$ cat src/rtl/cascram_pkg.sv
package cascram_pkg;

  typedef enum logic [1:0] {
    CAS_SOLO = 2'd0,
    CAS_HEAD = 2'd1,
    CAS_MID  = 2'd2,
    CAS_TAIL = 2'd3
  } cas_role_e;

  // Legal (control, data) role pairs; data may never reach past control.
  function automatic bit role_pair_ok(cas_role_e ctl, cas_role_e dat);
    case (ctl)
      CAS_SOLO: return dat == CAS_SOLO;
      CAS_HEAD: return (dat == CAS_SOLO) || (dat == CAS_HEAD);
      CAS_MID:  return 1'b1;
      CAS_TAIL: return (dat == CAS_SOLO) || (dat == CAS_TAIL);
      default:  return 1'b0;
    endcase
  endfunction

  // The role takes its inputs from the host request, not from below.
  function automatic bit takes_host(cas_role_e r);
    return (r == CAS_SOLO) || (r == CAS_HEAD);
  endfunction

  // The role ends a data chain and owns the exit hold register.
  function automatic bit is_exit(cas_role_e r);
    return (r == CAS_SOLO) || (r == CAS_TAIL);
  endfunction

  // Role of tile idx in a uniform chain of n tiles.
  function automatic cas_role_e chain_role(int idx, int n);
    if (n <= 1)        return CAS_SOLO;
    else if (idx == 0) return CAS_HEAD;
    else if (idx == n - 1) return CAS_TAIL;
    else               return CAS_MID;
  endfunction

endpackage

$ cat src/rtl/cascram_pipe.sv
// Optional pipeline register: EN selects the registered or the direct path.
module cascram_pipe #(
  parameter int W  = 8,
  parameter bit EN = 1'b1
) (
  input  logic         clk,
  input  logic         rst_n,
  input  logic [W-1:0] d_i,
  output logic [W-1:0] q_o
);

  logic [W-1:0] q_r;

  always_ff @(posedge clk) begin
    if (!rst_n) q_r <= '0;
    else        q_r <= d_i;
  end

  assign q_o = EN ? q_r : d_i;

endmodule

$ cat src/rtl/cascram_store.sv
// Tile storage: byte-strobed write, registered read, two marker bits per word.
module cascram_store #(
  parameter int DEPTH = 16,
  parameter int DW    = 16,
  localparam int AW   = $clog2(DEPTH),
  localparam int SW   = DW / 8
) (
  input  logic          clk,
  input  logic          rst_n,
  input  logic          acc_i,
  input  logic          wr_i,
  input  logic [AW-1:0] addr_i,
  input  logic [DW-1:0] wdata_i,
  input  logic [SW-1:0] wstrb_i,
  input  logic [1:0]    wmark_i,
  output logic          rd_acc_o,
  output logic [DW-1:0] rd_data_o,
  output logic [1:0]    rd_mark_o
);

  logic [DW-1:0] word_mem [DEPTH];
  logic [1:0]    mark_mem [DEPTH];

  always_ff @(posedge clk) begin
    if (acc_i && wr_i) begin
      for (int b = 0; b < SW; b++) begin
        if (wstrb_i[b]) word_mem[addr_i][b*8 +: 8] <= wdata_i[b*8 +: 8];
      end
      mark_mem[addr_i] <= wmark_i;
    end
  end

  always_ff @(posedge clk) begin
    if (!rst_n) begin
      rd_acc_o  <= 1'b0;
      rd_data_o <= '0;
      rd_mark_o <= '0;
    end else begin
      rd_acc_o <= acc_i && !wr_i;
      if (acc_i && !wr_i) begin
        rd_data_o <= word_mem[addr_i];
        rd_mark_o <= mark_mem[addr_i];
      end
    end
  end

  AST_WRITE_SILENT: assert property (@(posedge clk) disable iff (!rst_n)
    (acc_i && wr_i) |=> !rd_acc_o);

endmodule

$ cat src/rtl/cascram_tile.sv
// One tile: control and data roles chosen separately.
// Bus packing: ctrl = {en, wr, addr}; wbus = {mark[1:0], strb, data};
// rbus = {acc, mark[1:0], data}.
module cascram_tile
  import cascram_pkg::*;
#(
  parameter cas_role_e CTRL_ROLE = CAS_SOLO,
  parameter cas_role_e DATA_ROLE = CAS_SOLO,
  parameter int TILE_IDX   = 0,
  parameter int TILE_DEPTH = 16,
  parameter int ADDR_W     = 6,
  parameter int DW         = 16,
  parameter bit IN_REG     = 1'b1,
  parameter bit CAS_REG    = 1'b1,
  parameter bit OUT_REG    = 1'b1,
  localparam int TILE_AW   = $clog2(TILE_DEPTH),
  localparam int SEL_W     = ADDR_W - TILE_AW,
  localparam int SW        = DW / 8,
  localparam int CW        = 2 + ADDR_W,
  localparam int WW        = 2 + SW + DW,
  localparam int RW        = 1 + 2 + DW
) (
  input  logic          clk,
  input  logic          rst_n,
  input  logic [CW-1:0] host_ctrl_i,
  input  logic [WW-1:0] host_wbus_i,
  input  logic [CW-1:0] cas_ctrl_i,
  input  logic [WW-1:0] cas_wbus_i,
  input  logic [RW-1:0] cas_rbus_i,
  output logic [CW-1:0] cas_ctrl_o,
  output logic [WW-1:0] cas_wbus_o,
  output logic [RW-1:0] cas_rbus_o
);

  localparam bit CTRL_HOST = takes_host(CTRL_ROLE);
  localparam bit DATA_HOST = takes_host(DATA_ROLE);
  localparam bit CTRL_PIPE = CTRL_HOST ? IN_REG : CAS_REG;
  localparam bit DATA_PIPE = DATA_HOST ? IN_REG : CAS_REG;

  // reject an illegal role pair while elaborating
  if (!role_pair_ok(CTRL_ROLE, DATA_ROLE)) begin : g_bad_roles
    $fatal(1, "cascram_tile: illegal control/data role pair");
  end

  // ---------------- request side ----------------
  logic [CW-1:0] ctrl_src, ctrl_q;
  logic [WW-1:0] wbus_src, wbus_q;

  assign ctrl_src = CTRL_HOST ? host_ctrl_i : cas_ctrl_i;
  assign wbus_src = DATA_HOST ? host_wbus_i : cas_wbus_i;

  cascram_pipe #(.W(CW), .EN(CTRL_PIPE)) u_ctrl_pipe (
    .clk(clk), .rst_n(rst_n), .d_i(ctrl_src), .q_o(ctrl_q)
  );

  cascram_pipe #(.W(WW), .EN(DATA_PIPE)) u_wbus_pipe (
    .clk(clk), .rst_n(rst_n), .d_i(wbus_src), .q_o(wbus_q)
  );

  // The full request travels upward unchanged.
  assign cas_ctrl_o = ctrl_q;
  assign cas_wbus_o = wbus_q;

  logic              req_en, req_wr, hit;
  logic [ADDR_W-1:0] req_addr;
  logic [DW-1:0]     req_data;
  logic [SW-1:0]     req_strb;
  logic [1:0]        req_mark;

  assign {req_en, req_wr, req_addr}     = ctrl_q;
  assign {req_mark, req_strb, req_data} = wbus_q;
  assign hit = req_en && (req_addr[ADDR_W-1:TILE_AW] == SEL_W'(TILE_IDX));

  // ---------------- storage ----------------
  logic          st_acc;
  logic [DW-1:0] st_data;
  logic [1:0]    st_mark;

  cascram_store #(.DEPTH(TILE_DEPTH), .DW(DW)) u_store (
    .clk      (clk),
    .rst_n    (rst_n),
    .acc_i    (hit),
    .wr_i     (req_wr),
    .addr_i   (req_addr[TILE_AW-1:0]),
    .wdata_i  (req_data),
    .wstrb_i  (req_strb),
    .wmark_i  (req_mark),
    .rd_acc_o (st_acc),
    .rd_data_o(st_data),
    .rd_mark_o(st_mark)
  );

  // ---------------- return side ----------------
  logic [RW-1:0] loc_rbus, cas_rbus_q, below_rbus, mrg_rbus;
  logic          loc_acc, below_acc;

  cascram_pipe #(.W(RW), .EN(OUT_REG)) u_out_pipe (
    .clk(clk), .rst_n(rst_n), .d_i({st_acc, st_mark, st_data}), .q_o(loc_rbus)
  );

  // Each cascade stage on the way up is mirrored on the way back down
  // the latency ladder, so every tile's result lands on the same cycle.
  cascram_pipe #(.W(RW), .EN(CAS_REG)) u_ret_pipe (
    .clk(clk), .rst_n(rst_n), .d_i(cas_rbus_i), .q_o(cas_rbus_q)
  );

  assign below_rbus = DATA_HOST ? '0 : cas_rbus_q;
  assign loc_acc    = loc_rbus[RW-1];
  assign below_acc  = below_rbus[RW-1];
  assign mrg_rbus   = loc_acc ? loc_rbus : below_rbus;

  if (is_exit(DATA_ROLE)) begin : g_exit
    logic [RW-2:0] hold_q;
    always_ff @(posedge clk) begin
      if (!rst_n)             hold_q <= '0;
      else if (mrg_rbus[RW-1]) hold_q <= mrg_rbus[RW-2:0];
    end
    assign cas_rbus_o = mrg_rbus[RW-1] ? mrg_rbus : {1'b0, hold_q};
  end else begin : g_pass
    assign cas_rbus_o = mrg_rbus;
  end

  AST_NO_READ_COLLISION: assert property (@(posedge clk) disable iff (!rst_n)
    !(loc_acc && below_acc));

endmodule

$ cat src/rtl/cascram_chain.sv
// Top: a uniform bottom-to-top chain of NUM_TILES tiles.
module cascram_chain
  import cascram_pkg::*;
#(
  parameter int NUM_TILES  = 3,
  parameter int TILE_DEPTH = 16,
  parameter int DATA_W     = 16,
  parameter bit IN_REG     = 1'b1,
  parameter bit CAS_REG    = 1'b1,
  parameter bit OUT_REG    = 1'b1,
  localparam int TILE_AW   = $clog2(TILE_DEPTH),
  localparam int SEL_W     = (NUM_TILES > 1) ? $clog2(NUM_TILES) : 1,
  localparam int ADDR_W    = TILE_AW + SEL_W,
  localparam int STRB_W    = DATA_W / 8,
  localparam int READ_LAT  = int'(IN_REG) + (NUM_TILES - 1) * int'(CAS_REG)
                             + 1 + int'(OUT_REG)
) (
  input  logic              clk,
  input  logic              rst_n,
  input  logic              req_valid,
  input  logic              req_write,
  input  logic [ADDR_W-1:0] req_addr,
  input  logic [DATA_W-1:0] req_wdata,
  input  logic [STRB_W-1:0] req_wstrb,
  input  logic              req_sbit,
  input  logic              req_dbit,
  output logic              rsp_valid,
  output logic [DATA_W-1:0] rsp_rdata,
  output logic              rsp_sbit,
  output logic              rsp_dbit
);

  localparam int CW = 2 + ADDR_W;
  localparam int WW = 2 + STRB_W + DATA_W;
  localparam int RW = 1 + 2 + DATA_W;

  logic [CW-1:0] host_ctrl;
  logic [WW-1:0] host_wbus;
  logic [CW-1:0] ctrl_link [NUM_TILES+1];
  logic [WW-1:0] wbus_link [NUM_TILES+1];
  logic [RW-1:0] rbus_link [NUM_TILES+1];

  assign host_ctrl    = {req_valid, req_write, req_addr};
  assign host_wbus    = {req_sbit, req_dbit, req_wstrb, req_wdata};
  assign ctrl_link[0] = '0;
  assign wbus_link[0] = '0;
  assign rbus_link[0] = '0;

  for (genvar i = 0; i < NUM_TILES; i++) begin : g_tile
    cascram_tile #(
      .CTRL_ROLE (chain_role(i, NUM_TILES)),
      .DATA_ROLE (chain_role(i, NUM_TILES)),
      .TILE_IDX  (i),
      .TILE_DEPTH(TILE_DEPTH),
      .ADDR_W    (ADDR_W),
      .DW        (DATA_W),
      .IN_REG    (IN_REG),
      .CAS_REG   (CAS_REG),
      .OUT_REG   (OUT_REG)
    ) u_tile (
      .clk        (clk),
      .rst_n      (rst_n),
      .host_ctrl_i(host_ctrl),
      .host_wbus_i(host_wbus),
      .cas_ctrl_i (ctrl_link[i]),
      .cas_wbus_i (wbus_link[i]),
      .cas_rbus_i (rbus_link[i]),
      .cas_ctrl_o (ctrl_link[i+1]),
      .cas_wbus_o (wbus_link[i+1]),
      .cas_rbus_o (rbus_link[i+1])
    );
  end

  assign {rsp_valid, rsp_sbit, rsp_dbit, rsp_rdata} = rbus_link[NUM_TILES];

  // ---- latency tracker used only by the assertions below ----
  logic                in_range;
  logic [READ_LAT-1:0] issue_pipe;

  assign in_range = {1'b0, req_addr[ADDR_W-1:TILE_AW]} < (SEL_W + 1)'(NUM_TILES);

  always_ff @(posedge clk) begin
    if (!rst_n) issue_pipe <= '0;
    else begin
      issue_pipe[0] <= req_valid && !req_write && in_range;
      for (int k = 1; k < READ_LAT; k++) issue_pipe[k] <= issue_pipe[k-1];
    end
  end

  AST_RSP_LATENCY: assert property (@(posedge clk) disable iff (!rst_n)
    rsp_valid == issue_pipe[READ_LAT-1]);

  AST_EXIT_HOLD: assert property (@(posedge clk) disable iff (!rst_n)
    !rsp_valid |-> ($stable(rsp_rdata) && $stable(rsp_sbit) && $stable(rsp_dbit)));

endmodule

$ cat config.mk
export PLATFORM = sky130hd
export DESIGN_NAME = cascram_chain
export DESIGN_NICKNAME = d
export VERILOG_FILES = /design/src/rtl/cascram_pkg.sv /design/src/rtl/cascram_pipe.sv /design/src/rtl/cascram_store.sv /design/src/rtl/cascram_tile.sv /design/src/rtl/cascram_chain.sv
export SDC_FILE = /design/constraint.sdc
export NUM_CORES = 1
export LEC_CHECK = 0
export BUFFER_PORTS_ARGS = -buffer_cell sky130_fd_sc_hd__buf_2
export CORE_MARGIN = 2
export CORE_UTILIZATION = 43
export CTS_CLUSTER_DIAMETER = 100
export DETAILED_ROUTE_END_ITERATION = 8
export PLACE_DENSITY = 0.56
export SLEW_MARGIN = 20
export SYNTH_ARGS = -nofsm -noshare
export SYNTH_HDL_FRONTEND = slang
export SYNTH_SLANG_ARGS = --single-unit
$ cat constraint.sdc
create_clock -name clk -period 5 [get_ports clk]
set_input_delay 1 -clock clk [delete_from_list [all_inputs] [get_ports clk]]
set_output_delay 1 -clock clk [all_outputs]
set_load 0.02 [all_outputs]
# [Word level (Yosys, flattened, before mapping)]
# Memories as Yosys holds them, arrays and structs flattened. A register that Yosys moved wholly into a read port is not among the register bits.
# Cells that the tools add are included.
[totals] romBits=0 latch_bits=0 inputBits=30 n_memories=6 word_cells=72 ram_bits=864 register_bits=200
[mem_list] memory="g_tile[0].u_tile.u_store.word_mem" words=16 width=16 rd=1 rd_clocked_by_memory_dff=1 write_ports=1 line_no="cascram_store.sv:21" text="logic [DW-1:0] word_mem [DEPTH];"
[mem_list] memory="g_tile[1].u_tile.u_store.word_mem" words=16 width=16 rd=1 rd_clocked_by_memory_dff=1 write_ports=1 line_no="cascram_store.sv:21"
[mem_list] memory="g_tile[2].u_tile.u_store.word_mem" words=16 width=16 rd=1 rd_clocked_by_memory_dff=1 write_ports=1 line_no="cascram_store.sv:21"
[mem_list] memory="g_tile[0].u_tile.u_store.mark_mem" words=16 width=2 rd=1 rd_clocked_by_memory_dff=1 write_ports=1 line_no="cascram_store.sv:22" text="logic [1:0] mark_mem [DEPTH];"
[mem_list] memory="g_tile[1].u_tile.u_store.mark_mem" words=16 width=2 rd=1 rd_clocked_by_memory_dff=1 write_ports=1 line_no="cascram_store.sv:22"
[mem_list] memory="g_tile[2].u_tile.u_store.mark_mem" words=16 width=2 rd=1 rd_clocked_by_memory_dff=1 write_ports=1 line_no="cascram_store.sv:22"
[classes] eq_ne=2 n_mul=0 muxes=28 reduce_logical=20 shift=0 div_mod_pow=0 addsub=0 n_lt_le_gt_ge=0 n_bitwise=0
[ops] operator="2-to-1 mux 19 bit" count=4
[ops] operator="2-to-1 mux 1 bit" count=24
[ops] operator="logical AND 1 bit" count=9
[ops] operator="zero test 1 bit" count=9
[ops] operator="equality test 2 x 1 -> 1 bit, second input constant" count=1
[ops] operator="equality test 2 bit, second input constant" count=1
[ops] operator="zero test 2 bit" count=1
[ops] operator="AND reduction 2 bit" count=1

# [Logic depth before layout (Yosys ltp)]
# Gate-level depths: netlist (run 1).
[depth] depth_word=5 mapped_depth=7

# [By module]
# From an unflattened synthesis (run 1), not the netlist that was laid out.
[unflattened] cells_unflattened=2322 hier_area_um2=41964.0
[by_module_without_submodules] mod="cascram_store" n_inst=3 cells_each=602 area_per_inst_um2=11865.1
[by_module_without_submodules] mod="cascram_pipe (g_tile[0].u_tile.u_out_pipe ...)" n_inst=5 cells_each=39 area_per_inst_um2=529.3
[by_module_without_submodules] mod="cascram_pipe (g_tile[0].u_tile.u_wbus_pipe ...)" n_inst=3 cells_each=42 area_per_inst_um2=561.8
[by_module_without_submodules] mod="cascram_tile (g_tile[2].u_tile)" n_inst=1 cells_each=104 area_per_inst_um2=970.9
[by_module_without_submodules] mod="cascram_pipe (g_tile[0].u_tile.u_ctrl_pipe ...)" n_inst=3 cells_each=16 area_per_inst_um2=210.2
[by_module_without_submodules] mod="cascram_tile (g_tile[1].u_tile)" n_inst=1 cells_each=22 area_per_inst_um2=282.8
[by_module_without_submodules] mod="cascram_tile (g_tile[0].u_tile)" n_inst=1 cells_each=20 area_per_inst_um2=148.9
[by_module_without_submodules] mod="cascram_chain" n_inst=1 cells_each=1 area_per_inst_um2=3.8

# [Least setup slack after synthesis (run 1)]
# Ideal clock, no wire load.
[synth_path] path_kind="register -> output" from="reg g_tile[2].u_tile.u_ret_pipe.q_r[18]" to="out rsp_rdata[0]" arrival_time_ns=1.258 slack_ns=2.742 stages_incl_launch_ff=5 required_time_ns=4.000 cell_sequence="dfxtp_1 buf_2 buf_2 mux2i_1 o21ai_1"
[synth_via] elab_chain_cells=2
[synth_lines] item="start: declaration" line_no="cascram_pipe.sv:12" text="logic [W-1:0] q_r;"
[synth_lines] item="start signal: assignment" line_no="cascram_pipe.sv:16" text="else q_r <= d_i;"
[synth_lines] item="2-to-1 mux 19 bit" line_no="cascram_tile.sv:110" text="assign mrg_rbus = loc_acc ? loc_rbus : below_rbus;"
[synth_lines] item="2-to-1 mux 19 bit" line_no="cascram_tile.sv:118" text="assign cas_rbus_o = mrg_rbus[RW-1] ? mrg_rbus : {1'b0, hold_q};"
[synth_lines] item="end: declaration" line_no="cascram_chain.sv:28" text="output logic [DATA_W-1:0] rsp_rdata,"
# No other way between the ends.

# [Worst setup path after layout (run 1)]
[layout_path] from="reg g_tile[2].u_tile.u_out_pipe.q_r[18]" to="out rsp_rdata[10]"
[layout_via] elab_chain_cells=2
[layout_lines] item="start: declaration" line_no="cascram_pipe.sv:12"
[layout_lines] item="start signal: assignment" line_no="cascram_pipe.sv:16"
[layout_lines] item="2-to-1 mux 19 bit" line_no="cascram_tile.sv:110"
[layout_lines] item="2-to-1 mux 19 bit" line_no="cascram_tile.sv:118"
# No other way between the ends.

==> results by group, run 1 <==
Setup path
  • Worst reg-to-reg path cell count: 5
  • Critical path arrival: 2250 ps
  • Crit. End Element: output port
  • Max FO, Critical Path: 23
  • Worst Path Required: roughly 4000 ps
  • Setup CP Type: reg2out
  • Crit start category: flip-flop
  • R2R Setup Slk: about 2100 ps
  • R2R Path End: g_tile[2].u_tile.u_store.rd_data_o[11]$_SDFFE_PN0P_
  • Worst r2r src: g_tile[2].u_tile.u_ctrl_pipe.q_o[2]$_SDFF_PN0_

Drt
  • ANT nets after route: 0
  • Initial DRC Count: 1517
  • Met2 wire length: 41.1 mm
  • # DRC: 0
  • Highest Signal Layer: met4
  • WL/cell: 23.6 µm
  • Vias: 19600
  • Drt pass-1 iters: 5
  • DRT Wirelength: 86.2 mm
  • Metal-1 WL: 39.8 mm
  • Met3 wire length: 3.62 mm
  • Vias per cell: 5.35

Clock network
  • Clock sink total: 1118
  • H-Tree Depth: 3
  • Post-CTS sizing: 0
  • Postcts setup bufs: 0
  • Worst-case clock buffer depth: 3
  • Cts bufs inserted: 115
  • CTS clk-pin slew, worst paths: 60 ps
  • Post-CTS Hold Buffers: 0
  • Worst skew pair latency: 680 ps
  • CTS tree: done
  • Clock Tree Root: clkbuf_16

Finish
  • Nets: 2314
  • Sequential standard cell area: 31100 µm²
  • Post-route insts no fill: 3660
  • Area of the multi-input gates: 9680 µm²
  • Fillers: 8027
  • Fin area: 46700 µm²
  • # diodes: 0
  • Share of cells above drive strength 1: 0.197
  • Area delta synth->final: 12.2%
  • Most common cell after layout, fill and taps aside: edfxtp_1
  • Commonest cells after routing, fill and taps aside: edfxtp_1, dfxtp_1, mux4_2
  • Util after Layout: 0.485

Logic synthesis
  • Synth Cell Area: 41700 µm²
  • Post-synth top area cell: edfxtp_1
  • Synth Net Count: 2257
  • Top cells by area, synth: edfxtp_1, dfxtp_1, mux4_2, mux2i_1, and2_1
  • Synth Instances: 2227
  • Synth Area per Inst: about 19 µm²
  • Count of cell types in the netlist: 44
  • Syn. warnings: 0
  • Synth top area share: 0.623
  • Yosys reg bits: around 1100
  • Post-synthesis sequential area ratio: 0.745

Placed design
  • Placed Instances: 3443
  • Placed instance area: 42900 µm²
  • GP Congestion: 0.738
  • HPWL after detailed placement: approximately 55 mm
  • IO Port Bufs: 48

Timing
  • Final Max Slew Viols: 0
  • Least-Margin Pin Slew: 988 ps
  • Rel. slew slack: 0.341
  • RSZ-0062 raised after global routing: no
  • Sum Neg Setup Slack: 0 ps
  • Tcrit/Tclk final: 0.650
  • Peak Freq: 0.308 GHz
  • Tmin final: 3250 ps
  • Setup violators final: 0
  • Skew final: 24.1 ps
  • Final hold vios: 0

Floorplan
  • Die Ht: between 300 and 400 µm
  • Site Rows: 114
  • Chip width: 315 µm
  • Starting density of the core: 0.432
  • Core ar.: 96400 µm²
  • # IOs: 49
  • Total die area: around 99000 µm²

Min path
  • Worst Hold Path EP: g_tile[0].u_tile.u_out_pipe.q_o[11]$_SDFF_PN0_
  • Hold Path Depth: 2
  • Hold crit path type: reg2reg
  • Worst Hold Launch: g_tile[0].u_tile.u_store.rd_data_o[11]$_SDFFE_PN0P_

Power
  • Clk network pwr share: 0.450
  • Switching Share: 0.199
  • Cell internal pwr: 15.2 mW
  • Pwr Total: about 19 mW
  • Worst VDD drop: 0.000296 V
  • Switch Pwr: 3.79 mW
  • Pleak: between 15 and 20 nW
  • Cell Pwr Density: approximately 410 nW/µm²
  • Seq pwr share: 0.534
  • Gate power share: 0.016

Global routing
  • First-pass GRT wire length: 130 mm
  • Global Route Usage Sum: 0.175
  • Vias in the first global route: 20400
  • Initial antenna violation count: 0
  • Gr ovfl total: 0
  • Largest net degree at the start of global routing: around 120

Run
  • Max Cap Viol: 0

Outcome
  • Outcome: finished clean
sequential cells by signal, indices dropped and copies added (netlist names), 18 cells and up:
signal,flops
g_tile.u_tile.u_store.word_mem,768
g_tile.u_tile.u_store.rd_data_o,48
g_tile.u_tile.g_exit.hold_q,18
g_tile.u_tile.u_wbus_pipe.q_o,60
g_tile.u_tile.u_ctrl_pipe.q_o,24
g_tile.u_tile.u_out_pipe.q_o,57
g_tile.u_tile.u_ret_pipe.q_o,38
g_tile.u_tile.u_store.mark_mem,96
worst max-delay path by stage:
stage / cells after the start / to / from
4_1_cts: 4 / rsp_rdata[15] / g_tile[2].u_tile.u_out_pipe.q_o[18]$_SDFF_PN0_
2_1_floorplan: 4 / rsp_rdata[0] / g_tile[2].u_tile.u_ret_pipe.q_o[18]$_SDFF_PN0_
5_1_grt: 4 / rsp_rdata[15] / g_tile[2].u_tile.u_out_pipe.q_o[18]$_SDFF_PN0_
3_3_place_gp: 5 / g_tile[2].u_tile.u_store.rd_data_o[11]$_SDFFE_PN0P_ / g_tile[2].u_tile.u_ctrl_pipe.q_o[2]$_SDFF_PN0_
3_5_place_dp: 5 / g_tile[2].u_tile.u_store.rd_data_o[11]$_SDFFE_PN0P_ / g_tile[2].u_tile.u_ctrl_pipe.q_o[2]$_SDFF_PN0_
6_report: 4 / rsp_rdata[10] / g_tile[2].u_tile.u_out_pipe.q_o[18]$_SDFF_PN0_
worst max-delay path: stages, from the launching register on:
cell,delay [ps]
dfxtp_1,750
buf_4,360
nand2_1,70
o21ai_0,130
buf_2,240
metrics by stage:
stage	setup slack (ps)	hold WS, ps
floorplan	2740	404
global placement	2030	414
detailed placement	2000	420
CTS	1660	429
global route	1590	442
finish	1750	421
cell type report:
class / count / area share
Multi-Input combinational cell: 942 / 0.207
Clock buffer: 158 / 0.0710
Sequential cell: 1118 / 0.664
Timing Repair Buffer: 69 / 0.00891
Inverter: 38 / 0.00305
Clock inverter: 59 / 0.0116
Tap cell: 1276 / 0.0342
power by group through the flow:
stage	Sequential, mW	Combinational [mW]	Clock (mW)
2_1_floorplan	10.3	0.290	0
5_1_grt	10.2	0.336	9.10
3_3_place_gp	10.4	0.314	0
3_5_place_dp	10.4	0.315	0
6_report	10.2	0.311	8.56
4_1_cts	10.2	0.316	8.75
logic make-up (layout without fill, tap and decap cells):
| family | Yosys count | in the layout | share of synthesized area |
|---|---|---|---|
| flops | 1118 | 1118 | 0.745 |
| simple gates | 419 | 419 | 0.0571 |
| mux | 378 | 378 | 0.154 |
| compound gates | 145 | 145 | 0.0207 |
| buf+inv | 167 | 324 | 0.0236 |
cells in the mapped netlist:
master / n
edfxtp_1: 864
dfxtp_1: 254
mux4_2: 169
and2_1: 154
mux2i_1: 144
and3_1: 91
nand2_1: 64
clkbuf_1: 58
o22ai_1: 54
nor2_1: 39
buf_2: 38
inv_1: 37
mux2_2: 36
mux4_1: 29
nor2b_1: 27
o21ai_0: 27
a21oi_1: 18
a22oi_1: 18
a31oi_1: 18
nor3_1: 16
buf_12: 12
buf_6: 9
o21ai_1: 9
nand2b_1: 8
buf_1: 5
buf_4: 4
nand3_1: 3
and4b_1: 2
buf_8: 2
nand2_2: 2
nor4bb_1: 2
or2_1: 2
and2_0: 1
and2b_1: 1
clkbuf_8: 1
inv_2: 1
nand3b_1: 1
nand4b_1: 1
nor4_1: 1
nor4b_4: 1
o21a_1: 1
or2_2: 1
or3_1: 1
or3b_1: 1
per-layer routing:
layer,vias to the layer above,global-route usage
li1,8862,-
met1,10200,0.250
met2,420,0.278
met3,131,0.0287
met4,0,0.0491
met5,-,0
Power figures use the tool's default switching activity.
==> run 2: changes to the inputs <==
--- a/config.mk
+++ b/config.mk
@@ -5,6 +5,7 @@
 export SDC_FILE = /design/constraint.sdc
 export NUM_CORES = 1
 export LEC_CHECK = 0
+export ABC_AREA = 1
 export BUFFER_PORTS_ARGS = -buffer_cell sky130_fd_sc_hd__buf_2
 export CORE_MARGIN = 2
 export CORE_UTILIZATION = 43
==> constraint.sdc (replaced) <==
create_clock -name clk -period 3 [get_ports clk]
set_input_delay 0.6 -clock clk [delete_from_list [all_inputs] [get_ports clk]]
set_output_delay 0.6 -clock clk [all_outputs]
set_load 0.02 [all_outputs]
==> run 2 against run 1 <==
  * Sequential cell count unchanged
  * Critical path depth stayed put
  * Critical endpoint unchanged
  * Global-route usage grew 3.4 points
  * Sequential power up 66%
  * Via count rose by 48%
  * Highest routed layer unchanged
  * Count of clock-buffer cells in the layout increased by 10
==> results by group, run 2 <==
Finish
  • Commonest cells after routing, fill and taps aside: nand2_1, edfxtp_1, inv_1
  • Most common cell after layout, fill and taps aside: nand2_1
  • Share of cells above drive strength 1: 0.0874
  • Fin area: 50300 µm²
  • Biggest register: g_tile.u_tile.u_store.word_mem
  • # diodes: 0
  • Area delta synth->final: 13.6%
  • Nets: 4605
  • Post-route insts no fill: 6045
  • Largest register FFs: 768

Logic synthesis
  • Ys async rst share: 0
  • Most common library cells after synthesis: nand2_1, edfxtp_1, inv_1, nor2_1, dfxtp_1
  • Synth Area per Inst: 9.90 µm²
  • Ys flop type: edfxtp_1
  • Post-synth top area cell: edfxtp_1
  • Count of cell types in the netlist: 20
  • Synth top area share: 0.586
  • Synth Net Count: 4506
  • Synth Instances: 4476
  • Post-synthesis sequential area ratio: 0.700
  • Synth Cell Area: around 44000 µm²
  • Top cells by area, synth: edfxtp_1, nand2_1, dfxtp_1, inv_1, nor2_1
  • Count leader, synth: nand2_1
  • Syn. warnings: 0
  • Yosys reg bits: approximately 1100
  • Post-synth EDFFs: ~860

Timing
  • Tcrit/Tclk final: 0.893
  • Worst Hold Slack: 69.5 ps
  • Peak Freq: 0.373 GHz
  • Setup violators final: 0
  • Least-Margin Pin Slew: 1020 ps
  • Skew final: around 43 ps
  • Tmin final: 2680 ps
  • Final hold vios: 0
  • Sum Neg Setup Slack: 0 ps
  • Final Max Slew Viols: 0
  • Rel. slew slack: 0.319
  • RSZ-0062 raised after global routing: no

Clock network
  • CTS clk-pin slew, worst paths: 60 ps
  • Postcts setup bufs: 0
  • Worst skew pair latency: 710 ps
  • Cts bufs inserted: 115
  • Post-CTS Hold Buffers: 0
  • CTS tree: done
  • Clock sink total: 1118
  • Clock Tree Root: clkbuf_16
  • Worst-case clock buffer depth: 3
  • H-Tree Depth: 3
  • Post-CTS sizing: 0

Setup path
  • Critical path arrival: approximately 2100 ps
  • Worst r2r src: g_tile[1].u_tile.u_ctrl_pipe.q_o[1]$_SDFF_PN0_
  • Setup CP Type: reg2out
  • R2R Setup Slk: between 600 and 700 ps
  • Worst reg-to-reg path cell count: 6
  • R2R Path End: g_tile[1].u_tile.u_store.word_mem[5][6]$_DFFE_PP_
  • Max FO, Critical Path: 18
  • Worst Path Required: 2400 ps
  • Setup crit start: g_tile[2].u_tile.u_out_pipe.q_o[18]$_SDFF_PN0_
  • Crit. End Element: output port
  • Critical Path End: rsp_rdata[10]
  • Crit start category: flip-flop

Floorplan
  • # IOs: a little under 50
  • Total die area: 106000 µm²
  • Site Rows: 117
  • Core ar.: 102000 µm²
  • Chip width: 325 µm
  • Starting density of the core: 0.434
  • Die Ht: 325 µm

Placed design
  • Placed Instances: between 5000 and 6000
  • Placed instance area: 46400 µm²
  • HPWL after detailed placement: 69.7 mm
  • IO Port Bufs: 48
  • GP Congestion: approximately 0.84

Drt
  • Vias: 29000
  • DRT Wirelength: 110 mm
  • WL/cell: roughly 18 µm
  • Initial DRC Count: 2215
  • Drt pass-1 iters: 6
  • ANT nets after route: 0
  • # DRC: 0
  • Vias per cell: 4.79

Power
  • Cell Pwr Density: 641 nW/µm²
  • Pleak: around 22 nW
  • Pwr Total: 32.3 mW
  • Worst VDD drop: 0.000422 V

Global routing
  • Gr ovfl total: 0
  • Global Route Usage Sum: 0.208
  • Met3 Use GR: 0.0282
  • First-pass GRT wire length: 170 mm
  • Initial antenna violation count: 2
  • GR peak layer: met2
  • M1 GR Usage: 0.278
  • Largest net degree at the start of global routing: 128
  • Global Route met2 Usage: 0.348
  • Vias in the first global route: 28600

Outcome
  • Outcome: finished clean

Min path
  • Hold crit path type: in2reg

Run
  • Max Cap Viol: 0
## run 2: cell count changes in the layout (fill, tap and decap cells not counted), sizes merged, moves of 54 or more
cell	previous run	this run
nand3	3	152
nand2	66	2267
nor2	39	275
buf	69	194
inv	41	314
o22ai	54	0
mux4	198	0
mux2i	144	0
and3	91	0
and2	155	0
## run 2: worst max-delay path, cell delays in order (launching register included)
cell	delay (ps)
dfxtp_1	360
clkinv_1	390
nand3_1	310
o211ai_1	130
buf_2	180
## run 2: worst min path at each step
stage	slack, ps	endpoint	depth (start not counted)	startpoint
floorplan	390	g_tile[0].u_tile.u_out_pipe.q_o[18]$_SDFF_PN0_	2	g_tile[0].u_tile.u_store.rd_acc_o$_SDFF_PN0_
global placement	400	g_tile[1].u_tile.u_ret_pipe.q_o[13]$_SDFF_PN0_	2	g_tile[0].u_tile.u_out_pipe.q_o[13]$_SDFF_PN0_
detailed placement	400	g_tile[1].u_tile.u_ret_pipe.q_o[12]$_SDFF_PN0_	2	g_tile[0].u_tile.u_out_pipe.q_o[12]$_SDFF_PN0_
CTS	20	g_tile[0].u_tile.u_ctrl_pipe.q_o[0]$_SDFF_PN0_	3	req_addr[0]
global route	60	g_tile[0].u_tile.u_wbus_pipe.q_o[14]$_SDFF_PN0_	3	req_wdata[14]
finish	70	g_tile[0].u_tile.u_ctrl_pipe.q_o[0]$_SDFF_PN0_	3	req_addr[0]
## run 2: logic make-up (layout without fill, tap and decap cells)
group | count (synthesis) | count (layout) | share of synthesized area
AND/OR/NAND/NOR | 2732 | 2732 | 0.237
buffers and inverters | 536 | 737 | 0.0502
AO/OA/AOI/OAI | 90 | 90 | 0.0122
flip-flops | 1118 | 1118 | 0.700
## run 2: power by group
| group | switching, mW | total, mW | internal, mW |
|---|---|---|---|
| sequential | 0.220 | 16.9 | 16.7 |
| combinational | 0.632 | 0.851 | 0.219 |
| clock | 5.96 | 14.5 | 8.54 |
## run 2: routing by layer
layer  share of wire  wire length [µm]  up-vias
met5               0                 0        -
met4           0.033              3640        0
met3           0.046              5060      186
met2            0.48             52900      673
met1            0.44             48500    13700
li1                -                 -    14400
## run 2: metrics by stage
| stage | util | setup slack (ps) |
|---|---|---|
| floorplan | - | 948 |
| global placement | 0.455 | 643 |
| detailed placement | 0.455 | 571 |
| CTS | 0.493 | 277 |
| global route | 0.493 | 205 |
| finish | 0.493 | 321 |
## run 2: cell type report
class | instances | area (µm²)
Fill cell | 9497 | 51700
Sequential cell | 1118 | 31000
Multi-Input combinational cell | 2822 | 11100
Clock buffer | 168 | 3440
Tap cell | 1368 | 1710
Timing Repair Buffer | 194 | 1370
Inverter | 324 | 1220
Clock inverter | 51 | 505
